$ cat src/rtl/ow_phy_pkg.sv
// Package of shared types for the single-wire slave bit interface.
// Holds the control state encoding and a helper that selects a timing value
// by speed mode. Assumes a caller that casts the result to its counter width.
package ow_phy_pkg;

    typedef enum logic [2:0] {
        ST_IDLE,        // wire high, waiting for a falling edge
        ST_SLOT,        // inside a bit slot, counting to the sample point
        ST_WAIT_HIGH,   // slot bit done, waiting for the wire to return high
        ST_PRES_WAIT,   // reset seen, waiting before the presence pulse
        ST_PRES_PULL,   // driving the presence pulse
        ST_PRES_END     // presence released, waiting for the wire to rise
    } ow_state_e;

    function automatic int pick_timing(input logic fast, input int std_v, input int ovd_v);
        return fast ? ovd_v : std_v;
    endfunction

endpackage

$ cat src/rtl/ow_line_sync.sv
// Brings the raw wire sample into the clock domain and finds its edges.
// Assumes the wire rests high, so every stage resets to 1. cur_o lags the
// wire by STAGES cycles, and fell_o/rose_o are single-cycle edge flags.
module ow_line_sync #(
    parameter int STAGES = 2
) (
    input  logic clk,
    input  logic rst_n,
    input  logic line_i,
    output logic cur_o,
    output logic fell_o,
    output logic rose_o
);
    logic [STAGES:0] chain;

    // shift the wire sample through the synchroniser and one history stage
    always_ff @(posedge clk) begin
        if (!rst_n) chain <= '1;
        else        chain <= {chain[STAGES-1:0], line_i};
    end

    assign cur_o  = chain[STAGES-1];
    assign fell_o = chain[STAGES] & ~chain[STAGES-1];
    assign rose_o = ~chain[STAGES] & chain[STAGES-1];
endmodule

$ cat src/rtl/ow_low_timer.sv
// Counts microsecond ticks while the synchronised wire is low.
// The count clears on the first cycle the wire is seen high, so on that
// cycle the register still holds the length of the low that just ended.
// It saturates at all ones.
module ow_low_timer #(
    parameter int CNT_W = 9
) (
    input  logic             clk,
    input  logic             rst_n,
    input  logic             tick_i,
    input  logic             line_cur_i,
    output logic [CNT_W-1:0] low_cnt_o
);
    // measure the current low period in ticks
    always_ff @(posedge clk) begin
        if (!rst_n)                          low_cnt_o <= '0;
        else if (line_cur_i)                 low_cnt_o <= '0;
        else if (tick_i && low_cnt_o != '1)  low_cnt_o <= low_cnt_o + CNT_W'(1);
    end
endmodule

$ cat src/rtl/ow_slot_ctrl.sv
// Slot and reset sequencer. It classifies each low period and tells a bus
// reset apart from a bit slot on the rising edge. It times the presence
// pulse, finds the sample point in each slot and drives the pull-low output
// for read slots. The timing inputs come already matched to the speed mode,
// and that mode is assumed to change only while the bus is idle.
module ow_slot_ctrl
    import ow_phy_pkg::*;
#(
    parameter int CNT_W = 9
) (
    input  logic             clk,
    input  logic             rst_n,
    input  logic             tick_i,
    input  logic             cur_i,
    input  logic             fell_i,
    input  logic             rose_i,
    input  logic [CNT_W-1:0] low_cnt_i,
    input  logic [CNT_W-1:0] rst_min_i,
    input  logic [CNT_W-1:0] sample_i,
    input  logic [CNT_W-1:0] pd_wait_i,
    input  logic [CNT_W-1:0] pd_len_i,
    input  logic             tx_active_i,
    input  logic             tx_bit_i,
    output logic             pull_o,
    output logic             bus_reset_o,
    output logic             bit_stb_o,
    output logic             bit_val_o
);
    ow_state_e        state;
    logic [CNT_W-1:0] phase;
    logic             in_presence;
    logic             reset_hit;
    logic             phase_end;

    assign in_presence = (state == ST_PRES_PULL) || (state == ST_PRES_END);
    assign reset_hit   = rose_i && (low_cnt_i >= rst_min_i) && !in_presence;

    // phase end: this tick completes the interval timed in the current state
    always_comb begin
        unique case (state)
            ST_SLOT:      phase_end = tick_i && (phase == sample_i - CNT_W'(1));
            ST_PRES_WAIT: phase_end = tick_i && (phase == pd_wait_i - CNT_W'(1));
            ST_PRES_PULL: phase_end = tick_i && (phase == pd_len_i - CNT_W'(1));
            default:      phase_end = 1'b0;
        endcase
    end

    // sequence the slots, the reset detection and the presence pulse
    always_ff @(posedge clk) begin
        if (!rst_n) begin
            state       <= ST_IDLE;
            phase       <= '0;
            bus_reset_o <= 1'b0;
        end else begin
            bus_reset_o <= 1'b0;
            if (reset_hit) begin
                state       <= ST_PRES_WAIT;
                phase       <= '0;
                bus_reset_o <= 1'b1;
            end else begin
                unique case (state)
                    ST_IDLE: if (fell_i) begin
                        state <= ST_SLOT;
                        phase <= '0;
                    end
                    ST_SLOT:
                        if (phase_end)   state <= ST_WAIT_HIGH;
                        else if (tick_i) phase <= phase + CNT_W'(1);
                    ST_WAIT_HIGH: if (cur_i) state <= ST_IDLE;
                    ST_PRES_WAIT:
                        if (phase_end) begin
                            state <= ST_PRES_PULL;
                            phase <= '0;
                        end else if (tick_i) phase <= phase + CNT_W'(1);
                    ST_PRES_PULL:
                        if (phase_end)   state <= ST_PRES_END;
                        else if (tick_i) phase <= phase + CNT_W'(1);
                    ST_PRES_END: if (cur_i) state <= ST_IDLE;
                    default: state <= ST_IDLE;
                endcase
            end
        end
    end

    assign bit_stb_o = (state == ST_SLOT) && phase_end;
    assign bit_val_o = cur_i;
    assign pull_o    = (state == ST_PRES_PULL) ||
                       ((state == ST_SLOT) && tx_active_i && !tx_bit_i);
endmodule

$ cat src/rtl/ow_byte_shift.sv
// Byte assembly for both directions, least significant bit first.
// Each bit strobe moves one bit: out of the transmit register while a loaded
// byte is pending, otherwise into the receive register. A bus reset clears
// both partial bytes and arms the first-byte marker. Assumes tx loads arrive
// between slots.
module ow_byte_shift #(
    parameter int DATA_W = 8
) (
    input  logic              clk,
    input  logic              rst_n,
    input  logic              clear_i,
    input  logic              bit_stb_i,
    input  logic              bit_val_i,
    input  logic              tx_load_i,
    input  logic [DATA_W-1:0] tx_data_i,
    output logic              tx_active_o,
    output logic              tx_bit_o,
    output logic              tx_req_o,
    output logic [DATA_W-1:0] rx_data_o,
    output logic              rx_valid_o,
    output logic              rx_first_o
);
    localparam int BIT_W = $clog2(DATA_W);
    localparam logic [BIT_W-1:0] LAST_BIT = BIT_W'(DATA_W - 1);

    logic [DATA_W-1:0] tx_sr;
    logic [DATA_W-1:0] rx_sr;
    logic [BIT_W-1:0]  tx_cnt;
    logic [BIT_W-1:0]  rx_cnt;
    logic              first_armed;

    // move one bit per strobe and flag finished bytes
    always_ff @(posedge clk) begin
        if (!rst_n) begin
            tx_sr       <= '0;
            rx_sr       <= '0;
            tx_cnt      <= '0;
            rx_cnt      <= '0;
            tx_active_o <= 1'b0;
            tx_req_o    <= 1'b0;
            rx_data_o   <= '0;
            rx_valid_o  <= 1'b0;
            rx_first_o  <= 1'b0;
            first_armed <= 1'b0;
        end else begin
            tx_req_o   <= 1'b0;
            rx_valid_o <= 1'b0;
            rx_first_o <= 1'b0;
            if (clear_i) begin
                tx_cnt      <= '0;
                rx_cnt      <= '0;
                tx_active_o <= 1'b0;
                first_armed <= 1'b1;
            end else if (bit_stb_i) begin
                if (tx_active_o) begin
                    tx_sr  <= tx_sr >> 1;
                    tx_cnt <= tx_cnt + BIT_W'(1);
                    if (tx_cnt == LAST_BIT) begin
                        tx_active_o <= 1'b0;
                        tx_req_o    <= 1'b1;
                    end
                end else begin
                    rx_sr  <= {bit_val_i, rx_sr[DATA_W-1:1]};
                    rx_cnt <= rx_cnt + BIT_W'(1);
                    if (rx_cnt == LAST_BIT) begin
                        rx_data_o   <= {bit_val_i, rx_sr[DATA_W-1:1]};
                        rx_valid_o  <= 1'b1;
                        rx_first_o  <= first_armed;
                        first_armed <= 1'b0;
                    end
                end
            end else if (tx_load_i) begin
                tx_sr       <= tx_data_i;
                tx_cnt      <= '0;
                tx_active_o <= 1'b1;
            end
        end
    end

    assign tx_bit_o = tx_sr[0];
endmodule

$ cat src/rtl/onewire_slave_phy.sv
// Top of the single-wire slave bit interface. It synchronises the wire,
// measures low periods, runs the slot and presence sequencer and assembles
// bytes. It also picks the standard or overdrive timing set from fast_i.
// Timing parameters are in 1 us ticks, and the output can only pull low.
module onewire_slave_phy
    import ow_phy_pkg::*;
#(
    parameter int DATA_W      = 8,
    parameter int SYNC_STAGES = 2,
    parameter int STD_RST_MIN = 121,
    parameter int OVD_RST_MIN = 16,
    parameter int STD_SAMPLE  = 30,
    parameter int OVD_SAMPLE  = 3,
    parameter int STD_PD_WAIT = 30,
    parameter int OVD_PD_WAIT = 3,
    parameter int STD_PD_LEN  = 120,
    parameter int OVD_PD_LEN  = 12
) (
    input  logic              clk,
    input  logic              rst_n,
    input  logic              tick_i,
    input  logic              fast_i,
    input  logic              line_i,
    output logic              pull_o,
    output logic              reset_o,
    output logic [DATA_W-1:0] rx_data_o,
    output logic              rx_valid_o,
    output logic              rx_first_o,
    input  logic [DATA_W-1:0] tx_data_i,
    input  logic              tx_load_i,
    output logic              tx_req_o
);
    localparam int CNT_W = $clog2(STD_RST_MIN + STD_SAMPLE + STD_PD_WAIT + STD_PD_LEN + 2);

    logic             cur, fell, rose;
    logic [CNT_W-1:0] low_cnt;
    logic [CNT_W-1:0] rst_min, sample, pd_wait, pd_len;
    logic             tx_active, tx_bit, bit_stb, bit_val;

    assign rst_min = CNT_W'(pick_timing(fast_i, STD_RST_MIN, OVD_RST_MIN));
    assign sample  = CNT_W'(pick_timing(fast_i, STD_SAMPLE,  OVD_SAMPLE));
    assign pd_wait = CNT_W'(pick_timing(fast_i, STD_PD_WAIT, OVD_PD_WAIT));
    assign pd_len  = CNT_W'(pick_timing(fast_i, STD_PD_LEN,  OVD_PD_LEN));

    ow_line_sync #(.STAGES(SYNC_STAGES)) u_sync (
        .clk(clk), .rst_n(rst_n), .line_i(line_i),
        .cur_o(cur), .fell_o(fell), .rose_o(rose)
    );

    ow_low_timer #(.CNT_W(CNT_W)) u_low (
        .clk(clk), .rst_n(rst_n), .tick_i(tick_i),
        .line_cur_i(cur), .low_cnt_o(low_cnt)
    );

    ow_slot_ctrl #(.CNT_W(CNT_W)) u_ctrl (
        .clk(clk), .rst_n(rst_n), .tick_i(tick_i),
        .cur_i(cur), .fell_i(fell), .rose_i(rose), .low_cnt_i(low_cnt),
        .rst_min_i(rst_min), .sample_i(sample), .pd_wait_i(pd_wait), .pd_len_i(pd_len),
        .tx_active_i(tx_active), .tx_bit_i(tx_bit),
        .pull_o(pull_o), .bus_reset_o(reset_o),
        .bit_stb_o(bit_stb), .bit_val_o(bit_val)
    );

    ow_byte_shift #(.DATA_W(DATA_W)) u_shift (
        .clk(clk), .rst_n(rst_n), .clear_i(reset_o),
        .bit_stb_i(bit_stb), .bit_val_i(bit_val),
        .tx_load_i(tx_load_i), .tx_data_i(tx_data_i),
        .tx_active_o(tx_active), .tx_bit_o(tx_bit), .tx_req_o(tx_req_o),
        .rx_data_o(rx_data_o), .rx_valid_o(rx_valid_o), .rx_first_o(rx_first_o)
    );
endmodule

$ cat config.mk
export PLATFORM = sky130hd
export DESIGN_NAME = onewire_slave_phy
export DESIGN_NICKNAME = d
export VERILOG_FILES = /design/src/rtl/ow_phy_pkg.sv /design/src/rtl/ow_line_sync.sv /design/src/rtl/ow_low_timer.sv /design/src/rtl/ow_slot_ctrl.sv /design/src/rtl/ow_byte_shift.sv /design/src/rtl/onewire_slave_phy.sv
export SDC_FILE = /design/constraint.sdc
export NUM_CORES = 1
export LEC_CHECK = 0
export BUFFER_PORTS_ARGS = -buffer_cell sky130_fd_sc_hd__buf_2
export CORE_MARGIN = 2
export CORE_UTILIZATION = 45
export DETAILED_ROUTE_END_ITERATION = 8
export MAX_ROUTING_LAYER = met4
export REMOVE_ABC_BUFFERS = 1
export SYNTH_ARGS = -nofsm -noshare
export SYNTH_HDL_FRONTEND = slang
export SYNTH_SLANG_ARGS = --single-unit
$ cat constraint.sdc
create_clock -name clk -period 2.9 [get_ports clk]
set_input_delay 0.58 -clock clk [delete_from_list [all_inputs] [get_ports clk]]
set_output_delay 0.58 -clock clk [all_outputs]
set_load 0.02 [all_outputs]
==> results.json <==
{
  "clock-sinks": 59,
  "holdPathStages": 2,
  "dr.pass1.iters": 4,
  "synth-compound-area-share_pct": 15.3,
  "grt_max_degree": 21,
  "numPlacedInstances": 439,
  "highest_layer": "met4",
  "min_from": "line_i",
  "cts_resized": 0,
  "antenna_found_initial": 0,
  "ir_drop_mv": 0.434,
  "vias": 2505,
  "pin_count": 27,
  "drt_iter0_markers": 104,
  "synth_edf_count": 0,
  "synth_area_mm2": 0.00299,
  "p_per_area_mw_per_mm2": 507,
  "rsz0062_at_grt": "false",
  "internal_power_uw": 1350,
  "synth_fa_ha_area_share_pct": 5.85,
  "rr_worst_depth": 8,
  "drc": 0,
  "die_area_mm2": 0.00732,
  "setup_viol": 0,
  "dr_wl_met2_mm": 3.06,
  "drive_gt1_share_pct": 18.8,
  "synth-xor-area-share_pct": 2.63,
  "reg2reg_from": "u_ctrl.state[0]",
  "synth_cells": 334,
  "overflow": 0,
  "die_w_um": 85.6,
  "clk_pin_slew_ps": 70,
  "crit_type": "flip-flop to flip-flop",
  "yosys.area_share.simple_pct": 26.2,
  "r2r_end": "u_ctrl.phase[4]",
  "async_reset_ff_share_pct": 0,
  "final_nets": 401,
  "startpoint_type": "flip-flop",
  "switching_share_pct": 23.9,
  "met3_length_um": 195,
  "start_util_pct": 46.9,
  "synth-main-ff-cell": "dfxtp_1",
  "min_to": "u_sync.chain[0]",
  "grt_pass1_wl_mm": 11.3,
  "synth_top_family_by_area": "simple AND/OR/NAND/NOR gates",
  "clkPwrFrac_pct": 47.1,
  "worstPathMaxFanout": 8,
  "placed_area_mm2": 0.00328,
  "rows": 29,
  "seq_power_share_pct": 46.8,
  "hpwlAfterDp_mm": 4.56,
  "clkLatencyLatePin_ps": 350,
  "yosysSeqAreaShare_pct": 39.5,
  "drt-total-wl_mm": 6.53,
  "coreArea_mm2": 0.00639,
  "critical_path_arrival_ps": 2700,
  "p_switching_uw": 424,
  "synthToLayoutAreaGrowth_pct": 16.9,
  "tns_ps": 0,
  "hp-class": "input port to flip-flop",
  "drtAntennaViolNets": 0,
  "gp_congestion": 0.812,
  "slew_headroom_pct": 34.1,
  "cts_root_buffer": "clkbuf_8",
  "vias_per_cell": 5.51,
  "clk_path_buf_depth": 2,
  "synth_seq_cells": 59,
  "layout_worst_path_cycle_share_pct": 86.6,
  "diodes": 0,
  "period_minus_slack_ps": 2510,
  "final_cells": 455,
  "die_h_um": 85.6,
  "wirelength_met1_mm": 3.21,
  "first_global_vias": 2434,
  "status": "complete, no violations",
  "finalHoldViolCount": 0,
  "leakagePower_uw": 0.00143,
  "rrSetupSlack_ps": 390,
  "drv_cap": 0,
  "cts_hold_buffers": 0,
  "cts_tree": "done",
  "skew_ps": 8.87,
  "track_usage_pct": 19.9,
  "wl_per_cell_um": 14.3,
  "hold_slack_ps": 407,
  "cts_setup_buffers": 0,
  "synth.mux.area_fraction_pct": 6.69,
  "cts_made_buffers": 9,
  "tightest_slew_ps": 980,
  "h-tree-depth": 3,
  "crit_path_end_kind": "flip-flop",
  "io_buffer_count": 26,
  "required_ps": 3090,
  "ys_types": 55,
  "stdcell_area_mm2": 0.00350,
  "syn_area_per_cell_um2": 8.96,
  "yosys_warnings": 0,
  "slew_viol_final": 0,
  "comb_power_share_pct": 6.0,
  "timing.fmax_ghz": 0.398
}
[logic make-up (layout without fill, tap and decap cells)]
| family | Yosys count | after routing |
|---|---|---|
| AO/OA/AOI/OAI | 65 | 65 |
| XOR/XNOR | 9 | 9 |
| adder cells (fa/ha/maj) | 14 | 14 |
| buffers and inverters | 25 | 69 |
| flip-flops | 59 | 59 |
| multiplexers | 20 | 20 |
| AND/OR/NAND/NOR | 142 | 142 |
[critical path, stage by stage, from the launching register on]
cell	delay (ps)
dfxtp_1	440
inv_1	150
nand2_4	110
ha_1	240
xor2_1	160
and4_1	250
a21boi_0	130
o31ai_1	810
a21oi_1	80
[stage by stage]
step / utilization, % / setup WS, ps / total power, uW
5_1_grt: 54.8 / 61.1 / 1850
3_3_place_gp: 51.4 / 226 / 955
6_report: 54.8 / 389 / 1780
3_5_place_dp: 51.4 / 162 / 957
4_1_cts: 54.8 / 367 / 1800
2_1_floorplan: - / 441 / 911
[flip-flops by register name, summed over array words and instances (netlist names)]
signal and flops:
u_ctrl.bus_reset_o 1, u_shift.rx_first_o 1, u_shift.rx_cnt 3, u_shift.tx_cnt 3, u_ctrl.state 3, u_shift.rx_valid_o 1, u_shift.tx_req_o 1, u_shift.rx_data_o 8
u_shift.rx_sr 7, u_shift.tx_active_o 1, u_ctrl.phase 9, u_low.low_cnt_o 9, u_shift.first_armed 1, u_sync.chain 3, u_shift.tx_sr 8
[power by group through the flow]
| stage | registers (uW) | logic (uW) | clock network, uW |
|---|---|---|---|
| 5_1_grt | 833 | 121 | 895 |
| 4_1_cts | 831 | 108 | 859 |
| 3_3_place_gp | 850 | 106 | 0 |
| 2_1_floorplan | 847 | 63.7 | 0 |
| 3_5_place_dp | 850 | 107 | 0 |
| 6_report | 832 | 107 | 837 |
[metal layers]
metal,vias up,GRT usage [%]
met2,24,31.3
met5,-,-
met1,1173,24.8
met4,0,5.34
li1,1299,-
met3,9,6.16
[worst max path at each step]
stage | start | endpoint | slack [ps] | depth (start not counted)
after floorplan | u_ctrl.state[2] | u_shift.rx_data_o[0] | 440 | 8
after global placement | fast_i | u_ctrl.phase[3] | 230 | 8
after detailed placement | fast_i | u_ctrl.phase[4] | 160 | 8
after CTS | u_ctrl.state[0] | u_ctrl.phase[4] | 370 | 8
after global routing | u_ctrl.state[0] | u_ctrl.phase[7] | 60 | 8
final | u_ctrl.state[0] | u_ctrl.phase[4] | 390 | 8
[synthesized netlist by cell type (4+ instances only)]
cell type / count / area share [%]
dfxtp_1: 59 / 39
nand2_1: 36 / 4.5
nor2_1: 27 / 3.4
mux2i_1: 20 / 6.7
a21oi_1: 17 / 2.8
or3_1: 17 / 3.6
ha_1: 14 / 5.9
inv_1: 9 / 1.1
nand2b_1: 9 / 1.9
nand4_1: 9 / 1.9
clkbuf_1: 8 / 1.0
o21ai_0: 8 / 1.3
o2111a_1: 7 / 2.6
xor2_1: 7 / 2.0
o31ai_1: 6 / 1.5
and3_1: 5 / 1.0
buf_2: 5 / 0.84
nand3_1: 4 / 0.67
nor3_1: 4 / 0.67
nor3b_1: 4 / 1.0
o22ai_1: 4 / 0.84
or4_1: 4 / 1.0
[area by class of cell]
class,instances,area (um^2)
clock buffer,10,128
clock inverter,6,88.8
fill,639,2890
inverter,10,37.5
multi-input combinational,250,1700
sequential,59,1180
tap,77,96.3
timing repair buffer,43,270
[cells in the final DEF (no fill, tap or decap), drive strengths merged, types with 5 or more instances in the layout]
| cell | synthesis | final |
|---|---|---|
| dfxtp | 59 | 59 |
| buf | 7 | 43 |
| nand2 | 37 | 37 |
| nor2 | 27 | 27 |
| mux2i | 20 | 20 |
| a21oi | 17 | 17 |
| or3 | 17 | 17 |
| ha | 14 | 14 |
| inv | 10 | 11 |
| clkbuf | 8 | 10 |
| nand4 | 9 | 9 |
| nand2b | 9 | 9 |
| o21ai | 8 | 8 |
| xor2 | 7 | 7 |
| o2111a | 7 | 7 |
| o31ai | 6 | 6 |
| and3 | 6 | 6 |
| nor3 | 5 | 5 |
Power figures use the tool's default switching activity.
